## src/rtl/pipe_hazard_pkg.sv

```systemverilog
package pipe_hazard_pkg;

  typedef enum logic [1:0] {
    FWD_REGFILE = 2'b00,
    FWD_WB      = 2'b01,
    FWD_MEM     = 2'b10
  } fwd_sel_e;

  // strobes from the compare logic to the stall sequencer
  typedef struct packed {
    logic loadUse;
    logic branchReq;
  } hazard_strobe_t;

endpackage

```

## src/rtl/hazard_detect.sv

```systemverilog
module hazard_detect
  import pipe_hazard_pkg::*;
#(
  parameter int REG_W = 5
) (
  input  logic [REG_W-1:0] idRs1,
  input  logic [REG_W-1:0] idRs2,
  input  logic             idBranch,
  input  logic [REG_W-1:0] exRs1,
  input  logic [REG_W-1:0] exRs2,
  input  logic [REG_W-1:0] exRd,
  input  logic             exRegWrite,
  input  logic             exMemRead,
  input  logic [REG_W-1:0] memRd,
  input  logic             memRegWrite,
  input  logic [REG_W-1:0] wbRd,
  input  logic             wbRegWrite,
  output fwd_sel_e         fwdSel [2],
  output hazard_strobe_t   strobe
);

  localparam int NUM_OPS = 2;

  logic [REG_W-1:0] exSrc [NUM_OPS];
  logic [REG_W-1:0] idSrc [NUM_OPS];
  logic             memLive;
  logic             wbLive;
  logic             loadLive;
  logic [NUM_OPS-1:0] loadHit;

  assign exSrc[0] = exRs1;
  assign exSrc[1] = exRs2;
  assign idSrc[0] = idRs1;
  assign idSrc[1] = idRs2;

  // a destination counts only if it is written and is not register 0
  assign memLive  = memRegWrite && (memRd != '0);
  assign wbLive   = wbRegWrite && (wbRd != '0);
  assign loadLive = exMemRead && exRegWrite && (exRd != '0);

  for (genvar op = 0; op < NUM_OPS; op++) begin : g_op
    always_comb begin
      if (memLive && (memRd == exSrc[op]))
        fwdSel[op] = FWD_MEM;
      else if (wbLive && (wbRd == exSrc[op]))
        fwdSel[op] = FWD_WB;
      else
        fwdSel[op] = FWD_REGFILE;
    end
    assign loadHit[op] = loadLive && (exRd == idSrc[op]);
  end

  assign strobe.loadUse   = |loadHit;
  assign strobe.branchReq = idBranch;

endmodule

```

## src/rtl/hazard_seq.sv

```systemverilog
module hazard_seq
  import pipe_hazard_pkg::*;
#(
  parameter int BRANCH_BUBBLES = 2
) (
  input  logic           clk,
  input  logic           rstN,
  input  hazard_strobe_t strobe,
  output logic           pcHold,
  output logic           ifIdHold,
  output logic           ifIdBubble,
  output logic           idExBubble
);

  localparam int CNT_W = $clog2(BRANCH_BUBBLES + 1);
  localparam logic [CNT_W-1:0] RELOAD = CNT_W'(BRANCH_BUBBLES - 1);

  logic [CNT_W-1:0] bubbleLeft;
  logic             busy;
  logic             start;

  assign busy  = (bubbleLeft != '0);
  // decode holds an empty slot while busy, so its strobes are ignored then
  assign start = strobe.branchReq && !strobe.loadUse && !busy;

  always_ff @(posedge clk or negedge rstN) begin
    if (!rstN)
      bubbleLeft <= '0;
    else if (start)
      bubbleLeft <= RELOAD;
    else if (busy)
      bubbleLeft <= bubbleLeft - 1'b1;
  end

  assign idExBubble = strobe.loadUse && !busy;
  assign ifIdHold   = idExBubble;
  assign ifIdBubble = start || busy;
  assign pcHold     = idExBubble || ifIdBubble;

endmodule

```

## src/rtl/pipe_hazard_ctrl.sv

```systemverilog
module pipe_hazard_ctrl
  import pipe_hazard_pkg::*;
#(
  parameter int REG_W          = 5,
  parameter int BRANCH_BUBBLES = 2
) (
  input  logic             clk,
  input  logic             rstN,
  input  logic [REG_W-1:0] idRs1,
  input  logic [REG_W-1:0] idRs2,
  input  logic             idBranch,
  input  logic [REG_W-1:0] exRs1,
  input  logic [REG_W-1:0] exRs2,
  input  logic [REG_W-1:0] exRd,
  input  logic             exRegWrite,
  input  logic             exMemRead,
  input  logic [REG_W-1:0] memRd,
  input  logic             memRegWrite,
  input  logic [REG_W-1:0] wbRd,
  input  logic             wbRegWrite,
  output logic [1:0]       fwdSelA,
  output logic [1:0]       fwdSelB,
  output logic             pcHold,
  output logic             ifIdHold,
  output logic             ifIdBubble,
  output logic             idExBubble
);

  fwd_sel_e       fwdSel [2];
  hazard_strobe_t strobe;

  hazard_detect #(.REG_W(REG_W)) u_detect (
    .idRs1(idRs1), .idRs2(idRs2), .idBranch(idBranch),
    .exRs1(exRs1), .exRs2(exRs2), .exRd(exRd),
    .exRegWrite(exRegWrite), .exMemRead(exMemRead),
    .memRd(memRd), .memRegWrite(memRegWrite),
    .wbRd(wbRd), .wbRegWrite(wbRegWrite),
    .fwdSel(fwdSel), .strobe(strobe)
  );

  hazard_seq #(.BRANCH_BUBBLES(BRANCH_BUBBLES)) u_seq (
    .clk(clk), .rstN(rstN), .strobe(strobe),
    .pcHold(pcHold), .ifIdHold(ifIdHold),
    .ifIdBubble(ifIdBubble), .idExBubble(idExBubble)
  );

  assign fwdSelA = fwdSel[0];
  assign fwdSelB = fwdSel[1];

endmodule

```

## config.mk

```make
export PLATFORM = sky130hd
export DESIGN_NAME = pipe_hazard_ctrl
export DESIGN_NICKNAME = d
export VERILOG_FILES = /design/src/rtl/pipe_hazard_pkg.sv /design/src/rtl/hazard_detect.sv /design/src/rtl/hazard_seq.sv /design/src/rtl/pipe_hazard_ctrl.sv
export SDC_FILE = /design/constraint.sdc
export NUM_CORES = 1
export LEC_CHECK = 0
export BUFFER_PORTS_ARGS = -buffer_cell sky130_fd_sc_hd__buf_2
export CORE_MARGIN = 3
export CORE_UTILIZATION = 39
export DETAILED_ROUTE_END_ITERATION = 8
export HOLD_SLACK_MARGIN = 0.1
export PLACE_DENSITY_LB_ADDON = 0.3
export SLEW_MARGIN = 20
export SYNTH_ARGS = -nofsm -noshare
export SYNTH_HDL_FRONTEND = slang
export SYNTH_SLANG_ARGS = --single-unit
export TNS_END_PERCENT = 50
```

## constraint.sdc

```tcl
create_clock -name clk -period 2.32 [get_ports clk]
set_input_delay 0.232 -clock clk [delete_from_list [all_inputs] [get_ports clk]]
set_output_delay 0.232 -clock clk [all_outputs]
set_load 0.02 [all_outputs]
```

Yosys cells after proc, flatten, opt, wreduce, memory -nomap -nowiden. Index checks and enable logic that the tools add are counted. W data, S select, Z words.

Flip-flop bits (word level): 2. Output and inout port bits: 8.

Add/sub/neg operators: 1. Reduce and logical (&&, ||, !) cells: 23. Muxes and demuxes: 6. Eq/ne operators: 6.

Operator list (count): $eq A5 B5 Y1 (6); $reduce_bool A5 Y1 (3); $logic_and A1 B1 Y1 (13); $mux W2 (4); $reduce_bool A2 Y1 (2); $logic_not A1 Y1 (2); $logic_or A1 B1 Y1 (2); $mux W1 (2); $reduce_or A2 Y1 (1); $sub A2 B1 Y2 const B (1).

Longest topological paths before layout. Gate-level depths: netlist of the first run.

Word-level depth: 9. Mapped depth: 6. Depth with buffers taken out: 6.

By module. Synthesis of the first run repeated with hierarchy kept, for this count alone.

Cells, all modules: 62. Area, all modules: 516.7 um^2.

Modules (own cells, without submodules): hazard_detect (area an instance 401.6 um^2, cells an instance 50, seq. area each 0.0 um^2, times used 1); hazard_seq (area an instance 115.1 um^2, cells an instance 12, seq. area each 50.0 um^2, times used 1).

Worst setup path after synthesis of the first run. No wires, ideal clock.

Kind: input to output. From: input port memRd[4]. To: output port fwdSelA[0]. Buffers on the path: 0. Stages: 4. Setup slack: 508 ps. Arrival: 1580 ps. Cell sequence: or4_1 > o21ai_2 > nor4_1 > nor4_2.

Word-level cells in the longest chain between the ends: 4. Elaborated cells between the ends (all ways): 5. Those cells by class: eq/ne (1); mux (1); reduce/logical (3).

Ends and longest elaborated chain: start, declared (RTL line pipe_hazard_ctrl.sv:17) `input logic [REG_W-1:0] memRd,`; $reduce_bool A5 Y1 (RTL line hazard_detect.sv:37) `assign memLive = memRegWrite && (memRd != '0);`; $logic_and A1 B1 Y1 (RTL line hazard_detect.sv:37); $logic_and A1 B1 Y1 * (RTL line hazard_detect.sv:43) `if (memLive && (memRd == exSrc[op]))`; $mux W2 * (RTL line hazard_detect.sv:43); end, declared (RTL line pipe_hazard_ctrl.sv:21) `output logic [1:0] fwdSelA,`.

Mark *: on every way between the ends. The rest lies on a longest branch, timed or not.

Final worst setup path of the first run. Same ends and word-level chain as after synthesis.

==> results.cfg, run 1 <==
[synth]
synth.cell_area_um2 = 546
syn_avg_cell_area_um2 = 7.91
yosysTopAreaCellShare = 0.385
syn-num-nets = 112
synth_common_cells = xor2_1, xnor2_1, nor2_1
yosys.cell_types.count = 22
synth_edf_count = 0
yosysSeqAreaShare = 0.0917
synth_largest_area_cell = xor2_1
synth_most_common_cell = xor2_1
async_flop_share = 1.00
syn_inst = 69
yosysWarnings = 0
synthTopCellsByArea = xor2_1, xnor2_1, dfrtp_1
synth_ff_type = dfrtp_1
synth_seq_cells = 2

[place]
placed_cell_area_um2 = 801
gp_congestion = 0.794
hpwl_mm = 1.43
place_inst = 131
place.port_buffers = 49

[timing]
min_period_over_period = 0.781
setup_tns_ps = 0
finalHoldViolCount = 0
finalSetupViolations = 0
fmax_ghz = 0.552
rsz0062_at_grt = false
worst_clock_skew_ps = 0.897
worst_pin_slew_ps = 431
finalCriticalPeriod_ps = 1810
drv_slew = 0
slew_headroom = 0.710

[pwr]
peakVddDrop_uv = 179
p_leak_nw = 0.416
p_total_uw = 378
power_density_mw_per_mm2 = 453

[setup_path]
r2r-start = u_seq.bubbleLeft[0]
path_cells = buf_2, or4_1, o21ai_2, nor4_1, nor4_2, buf_2
critPathKind = primary input to output port
cp_slowest_stage_delay_ps = 530
cp_data_required_time_ps = 2090
arrival_ps = 1580
crit_fanout = 3
critPathLaunch = memRd[4]
cp_common_cell = buf_2
reg2reg_slack_ps = 1020
crit_family = simple AND/OR/NAND/NOR gates
slowest_stage = or4_1
cp-start-kind = primary input
end_kind = output port
path_buf_inv = 2

[layout]
regMostFlops = u_seq.bubbleLeft
final_cell_count_no_fill = 135
final_cell_area_um2 = 833
largest_registers = u_seq.bubbleLeft: 2 flops
antenna_cells_inserted = 0
syn2layout_area_growth_pct = 52.8
finalNetCount = 166
fin_util = 0.694
drive_above_1_share = 0.455
largest_reg_flops = 2

[clocking]
clkSlewWorstSetupHoldPaths_ps = 30
clockRootBuffer = clkbuf_4
numClockSinks = 2
cts_resized = 0
clk_latency_ps = 220
tritoncts = done
cts.htree.levels = 1
cts_buffer_depth = 2
numCtsBuffers = 3

[global_routing]
overflow = 0
grt_use_total = 0.179
grt_pass1_vias = 684
grt_max_degree = 6
grt_pass1_wl_mm = 2.60
antenna_found_initial = 0

[detailed_routing]
drc = 0
ant_nets = 0
route.vias.total = 665
first_pass_iters = 3
drt_iter0_drc = 15
routed_wl_mm = 1.55
wl_per_cell_um = 11.5
viasPerCell = 4.93

[floorplan]
design.core.area_mm2 = 0.00120
start_util = 0.454
rows = 12
io_pins = 50
dieWidth_um = 43.4
dieArea_mm2 = 0.00188
die-height_um = 43.4

[job]
cap_violations = 0

[run_status]
status = completed

[min_path]
hold_path_class = primary input to asynchronous set/reset pin
==> cell type report <==
| class | instances | area [um^2] |
|---|---|---|
| inverters | 4 | 15.0 |
| repair buffers | 50 | 255 |
| clock buffers | 3 | 22.5 |
| fillers | 126 | 368 |
| flip-flops and latches | 2 | 50.0 |
| well taps | 14 | 17.5 |
| multi-input cells | 62 | 473 |
==> routing by layer <==
metal / share of wire / vias up / GRT usage
li1: - / 350 / -
met1: 0.38 / 288 / 0.185
met2: 0.54 / 25 / 0.333
met3: 0.058 / 2 / 0.0498
met4: 0.012 / 0 / 0.0723
met5: 0 / - / 0
==> logic make-up (layout without fill, tap and decap cells) <==
kind of cell / Yosys count / in the layout / share of synthesized area
simple gates: 21 / 21 / 0.232
fa+ha+maj: 1 / 1 / 0.0229
buf+inv: 5 / 57 / 0.0413
compound gates: 10 / 10 / 0.131
xor+xnor: 30 / 30 / 0.482
flops: 2 / 2 / 0.0917
==> worst register-to-register path, delay by kind of cell (launching register included) <==
family,cells,cell delay (ps)
buf+inv,2,170
flops,1,390
fa+ha+maj,1,200
compound gates,1,410
==> placed cells by master (no fill, tap or decap), drive strengths merged, types with 2 or more instances in the layout <==
cell / instances
a21oi: 2
buf: 49
clkbuf: 3
dfrtp: 2
inv: 4
nand3: 3
nor2: 5
nor3: 3
nor4: 4
o21ai: 4
or4: 4
xnor2: 6
xor2: 24
==> power breakdown <==
group | internal [mW] | total [mW] | switching [mW] | leakage [nW]
logic | 0.109 | 0.233 | 0.123 | 0.379
clock network | 0.0569 | 0.0756 | 0.0187 | 0.0138
registers | 0.0542 | 0.0695 | 0.0152 | 0.0235
total | 0.220 | 0.378 | 0.157 | 0.416
==> timing repair <==
item                      CTS  global route
hold buffers                1             0
setup buffers               0             0
hold endpoints to repair    2             0
==> path summary, 6_finish.rpt <==
kind,endpoint,cells after the start
min in group clk,u_seq.bubbleLeft[1],4
max in group asynchronous,u_seq.bubbleLeft[0],2
worst max-delay path,fwdSelA[0],6
worst min register to register,u_seq.bubbleLeft[1],2
worst max register to register,u_seq.bubbleLeft[0],4
worst min-delay path,u_seq.bubbleLeft[1],2
==> metrics by stage <==
| step | hold WS, ps | worst slack, ps |
|---|---|---|
| 5_1_grt | 307 | 383 |
| 3_5_place_dp | 19.2 | 499 |
| 3_3_place_gp | 16.3 | 505 |
| 6_report | 324 | 509 |
| 4_1_cts | 313 | 499 |
| 2_1_floorplan | -63.6 | 508 |
Power figures use the tool's default switching activity.
==> run 2, diff against run 1 <==
--- a/config.mk
+++ b/config.mk
@@ -7,7 +7,7 @@
 export LEC_CHECK = 0
 export BUFFER_PORTS_ARGS = -buffer_cell sky130_fd_sc_hd__buf_2
 export CORE_MARGIN = 3
-export CORE_UTILIZATION = 39
+export CORE_UTILIZATION = 36
 export DETAILED_ROUTE_END_ITERATION = 8
 export HOLD_SLACK_MARGIN = 0.1
 export PLACE_DENSITY_LB_ADDON = 0.3
==> constraint.sdc (replaced) <==
create_clock -name clk -period 1.84 [get_ports clk]
set_input_delay 0.184 -clock clk [delete_from_list [all_inputs] [get_ports clk]]
set_output_delay 0.184 -clock clk [all_outputs]
set_load 0.02 [all_outputs]
==> results.cfg, run 2 (synthesis gave the netlist of run 1 again) <==
[min_path]
hold_path_class = primary input to asynchronous set/reset pin

[global_routing]
overflow = 0
grt_pass1_wl_mm = 2.37
antenna_found_initial = 0
grt_use_total = 0.157
grt_max_degree = 6
grt_pass1_vias = 647

[pwr]
power_density_mw_per_mm2 = 570
peakVddDrop_uv = 190
p_total_uw = 476
p_leak_nw = 0.416

[floorplan]
dieArea_mm2 = 0.00202
die-height_um = 44.9
start_util = 0.399
io_pins = 50
design.core.area_mm2 = 0.00137
rows = 13
dieWidth_um = 44.9

[timing]
finalCriticalPeriod_ps = 1710
finalHoldViolCount = 0
setup_tns_ps = 0
worst_clock_skew_ps = 1.82
fmax_ghz = 0.585
min_period_over_period = 0.930
rsz0062_at_grt = false
worst_pin_slew_ps = 441
finalSetupViolations = 0
drv_slew = 0
slew_headroom = 0.703
fin_ws_ps = 129

[setup_path]
cp-start-kind = primary input
crit_family = simple AND/OR/NAND/NOR gates
cp_slowest_stage_delay_ps = 530
crit_fanout = 3
r2r-start = u_seq.bubbleLeft[0]
arrival_ps = 1530
end_kind = output port
cp_data_required_time_ps = 1660
cp_common_cell = buf_2
path_buf_inv = 2
critPathKind = primary input to output port
path_cells = buf_2, or4_1, o21ai_2, nor4_1, nor4_2, buf_2
critPathLaunch = memRd[4]
slowest_stage = or4_1

[detailed_routing]
drt_iter0_drc = 4
drc = 0
first_pass_iters = 3
route.vias.total = 677
wl_per_cell_um = 11.3
ant_nets = 0
viasPerCell = 4.98
routed_wl_mm = 1.54

[layout]
fin_util = 0.611
final_cell_area_um2 = 835
final_common_cell = buf_2
antenna_cells_inserted = 0
regMostFlops = u_seq.bubbleLeft
largest_reg_flops = 2
layout_common_cells = buf_2, xor2_1, xnor2_1
finalNetCount = 166
syn2layout_area_growth_pct = 53.0
drive_above_1_share = 0.455
largest_registers = u_seq.bubbleLeft: 2 flops

[place]
hpwl_mm = 1.44
gp_congestion = 0.922
place.port_buffers = 49
dp_slack_ps = 124
placed_cell_area_um2 = 802

[clocking]
cts_buffer_depth = 2
clk_latency_ps = 220
numCtsBuffers = 3
tritoncts = done
clkSlewWorstSetupHoldPaths_ps = 30
clockRootBuffer = clkbuf_4
cts_resized = 0
cts.htree.levels = 1
numClockSinks = 2

[job]
cap_violations = 0

[run_status]
status = completed
-- run 2: cell counts in the layout (fill, tap and decap cells not counted) --
No cell type changed its count.
-- run 2: metal layers --
| layer | global-route usage | vias up | part of all wire |
|---|---|---|---|
| met1 | 0.161 | 307 | 0.37 |
| met3 | 0.0359 | 0 | 0.055 |
| met5 | 0 | - | 0 |
| met2 | 0.314 | 20 | 0.57 |
| met4 | 0.0351 | 0 | 0 |
| li1 | - | 350 | - |
-- run 2: area by class of cell --
class | count | area [um^2]
Clock buffer | 3 | 22.5
Fill cell | 136 | 532
Inverter | 4 | 15.0
Multi-Input combinational cell | 62 | 473
Sequential cell | 2 | 50.0
Tap cell | 15 | 18.8
Timing Repair Buffer | 50 | 255
-- run 2: where the power goes --
group / total [mW] / switching (mW) / internal [mW]
Sequential: 0.0883 / 0.0199 / 0.0684
Clock: 0.0971 / 0.0251 / 0.0720
Combinational: 0.290 / 0.153 / 0.137
Total: 0.476 / 0.198 / 0.277
-- run 2: what timing repair did --
| action | CTS | global route |
|---|---|---|
| buffers inserted | 0 | 0 |
| setup endpoints to repair | 0 | 0 |
| hold buffers | 1 | 0 |
| hold endpoints to repair | 2 | 0 |
-- run 2: through the flow --
step,std cells,hold slack (ps)
CTS,136,263
floorplan,69,-112
global route,136,272
detailed placement,132,-29.9
global placement,132,-31.2
finish,136,276
-- run 2: path summary, 6_finish.rpt --
kind                            slack [ps]  cells past startpoint             endpoint
worst max-delay path                   130                      6           fwdSelB[0]
worst min-delay path                   280                      2  u_seq.bubbleLeft[0]
worst max register to register         560                      4  u_seq.bubbleLeft[0]
worst min register to register         540                      2  u_seq.bubbleLeft[1]
max in group asynchronous             1470                      2  u_seq.bubbleLeft[1]
min in group clk                       380                      4  u_seq.bubbleLeft[1]
==> run 3, diff against run 2 <==
--- a/config.mk
+++ b/config.mk
@@ -10,7 +10,7 @@
 export CORE_UTILIZATION = 36
 export DETAILED_ROUTE_END_ITERATION = 8
 export HOLD_SLACK_MARGIN = 0.1
-export PLACE_DENSITY_LB_ADDON = 0.3
+export PLACE_DENSITY = 0.89
 export SLEW_MARGIN = 20
 export SYNTH_ARGS = -nofsm -noshare
 export SYNTH_HDL_FRONTEND = slang
==> results.cfg, run 3 (synthesis gave the netlist of run 1 again) <==
[layout]
multi_input_area_um2 = 473
regMostFlops = u_seq.bubbleLeft
largest_registers = u_seq.bubbleLeft: 2 flops
seq_area_um2 = 50.0
largest_reg_flops = 2
final_common_cell = buf_2
fill_cells = 130
final_cell_area_um2 = 837
syn2layout_area_growth_pct = 53.4
finalNetCount = 166
antenna_cells_inserted = 0
fin_util = 0.613
layout_common_cells = buf_2, xor2_1, xnor2_1
drive_above_1_share = 0.455

[clocking]
cts.htree.levels = 1
clockRootBuffer = clkbuf_4
cts_buffer_depth = 2
cts_setup_buffers = 0
clk_latency_ps = 220
tritoncts = done
clkSlewWorstSetupHoldPaths_ps = 30
numCtsBuffers = 3
numClockSinks = 2

[detailed_routing]
route.vias.total = 671
routed_wl_mm = 1.85
wl_per_cell_um = 13.6
drt_iter0_drc = 10
viasPerCell = 4.93
first_pass_iters = 4
drc = 0
ant_nets = 0

[place]
gp_congestion = 0.933
place.port_buffers = 49
placed_cell_area_um2 = 802
hpwl_mm = 1.68
dp_slack_ps = 112

[floorplan]
die-height_um = 44.9
design.core.area_mm2 = 0.00137
dieArea_mm2 = 0.00202
rows = 13
start_util = 0.399
io_pins = 50
dieWidth_um = 44.9

[timing]
setup_tns_ps = 0
fin_ws_ps = 72.2
finalHoldViolCount = 0
timing.hold.ws_ps = 279
finalCriticalPeriod_ps = 1770
slew_headroom = 0.715
rsz0062_at_grt = false
drv_slew = 0
finalSetupViolations = 0
fmax_ghz = 0.566
min_period_over_period = 0.961
worst_pin_slew_ps = 427
worst_clock_skew_ps = 1.11

[pwr]
power_density_mw_per_mm2 = 591
peakVddDrop_uv = 435
p_leak_nw = 0.416

[setup_path]
path_cells = buf_2, or4_1, o21ai_2, nor4_1, nor4_2, buf_4
arrival_ps = 1580
cp_slowest_stage_delay_ps = 550
reg2reg_depth = 4
slowest_stage = or4_1
reg2reg_slack_ps = 500
cp-endpoint = fwdSelA[0]
crit_cells = 6
r2r_end = u_seq.bubbleLeft[0]
r2r-start = u_seq.bubbleLeft[0]
cp-start-kind = primary input
end_kind = output port
crit_family = simple AND/OR/NAND/NOR gates
crit_fanout = 3
cp_data_required_time_ps = 1660
critPathKind = primary input to output port
path_buf_inv = 2
critPathLaunch = memRd[4]

[global_routing]
use_met3 = 0.0239
grt_max_degree = 6
use_met2 = 0.319
use_met1 = 0.253
grt_use_total = 0.192
grt_pass1_vias = 702
antenna_found_initial = 0
overflow = 0
grt_pass1_wl_mm = 2.93
grt_busiest_layer = met2

[run_status]
status = completed

[job]
cap_violations = 0

[min_path]
hold_path_class = primary input to asynchronous set/reset pin
[run 3: cell count changes in the layout (fill, tap and decap cells not counted)]
cell   previous run  this run
buf_4             0         1
buf_2            49        48
[run 3: repair_timing]
item / in CTS / in global routing
hold buffers: 1 / 0
resized for setup: 0 / 1
endpoints found under the setup margin: 0 / 1
endpoints found under the hold margin: 2 / 0
[run 3: cell type report]
| type | count | share of cell area |
|---|---|---|
| multi-input cells | 62 | 0.565 |
| repair buffers | 50 | 0.308 |
| flip-flops and latches | 2 | 0.0598 |
| clock buffers | 3 | 0.0269 |
| well taps | 15 | 0.0224 |
| inverters | 4 | 0.0179 |
[run 3: power breakdown]
group	switching [mW]	total [mW]	internal, mW
logic	0.168	0.306	0.138
registers	0.0228	0.0911	0.0684
clock network	0.0252	0.0971	0.0719
[run 3: stage by stage]
step           power, mW  instances
6_report           0.494        136
5_1_grt            0.554        136
4_1_cts            0.496        136
3_5_place_dp       0.393        132
3_3_place_gp       0.373        132
2_1_floorplan      0.273         69
[run 3: worst min path at each step]
stage          slack, ps  startpoint                  end  depth (start not counted)
6_report             280        rstN  u_seq.bubbleLeft[0]                          2
5_1_grt              270        rstN  u_seq.bubbleLeft[0]                          2
4_1_cts              270        rstN  u_seq.bubbleLeft[0]                          2
3_5_place_dp         -30        rstN  u_seq.bubbleLeft[0]                          1
3_3_place_gp         -30        rstN  u_seq.bubbleLeft[0]                          1
2_1_floorplan       -110        rstN  u_seq.bubbleLeft[0]                          0
[run 3: metal layers]
layer / share of wire / wire, um
met1: 0.41 / 761
met2: 0.55 / 1010
met3: 0.034 / 63
met4: 0.0076 / 14
met5: 0 / 0
[run 3: worst register-to-register path, delay by kind of cell (launching register included)]
kind	cells	cell delay (ps)
buf+inv	2	180
compound gates	1	420
fa+ha+maj	1	210
flops	1	400
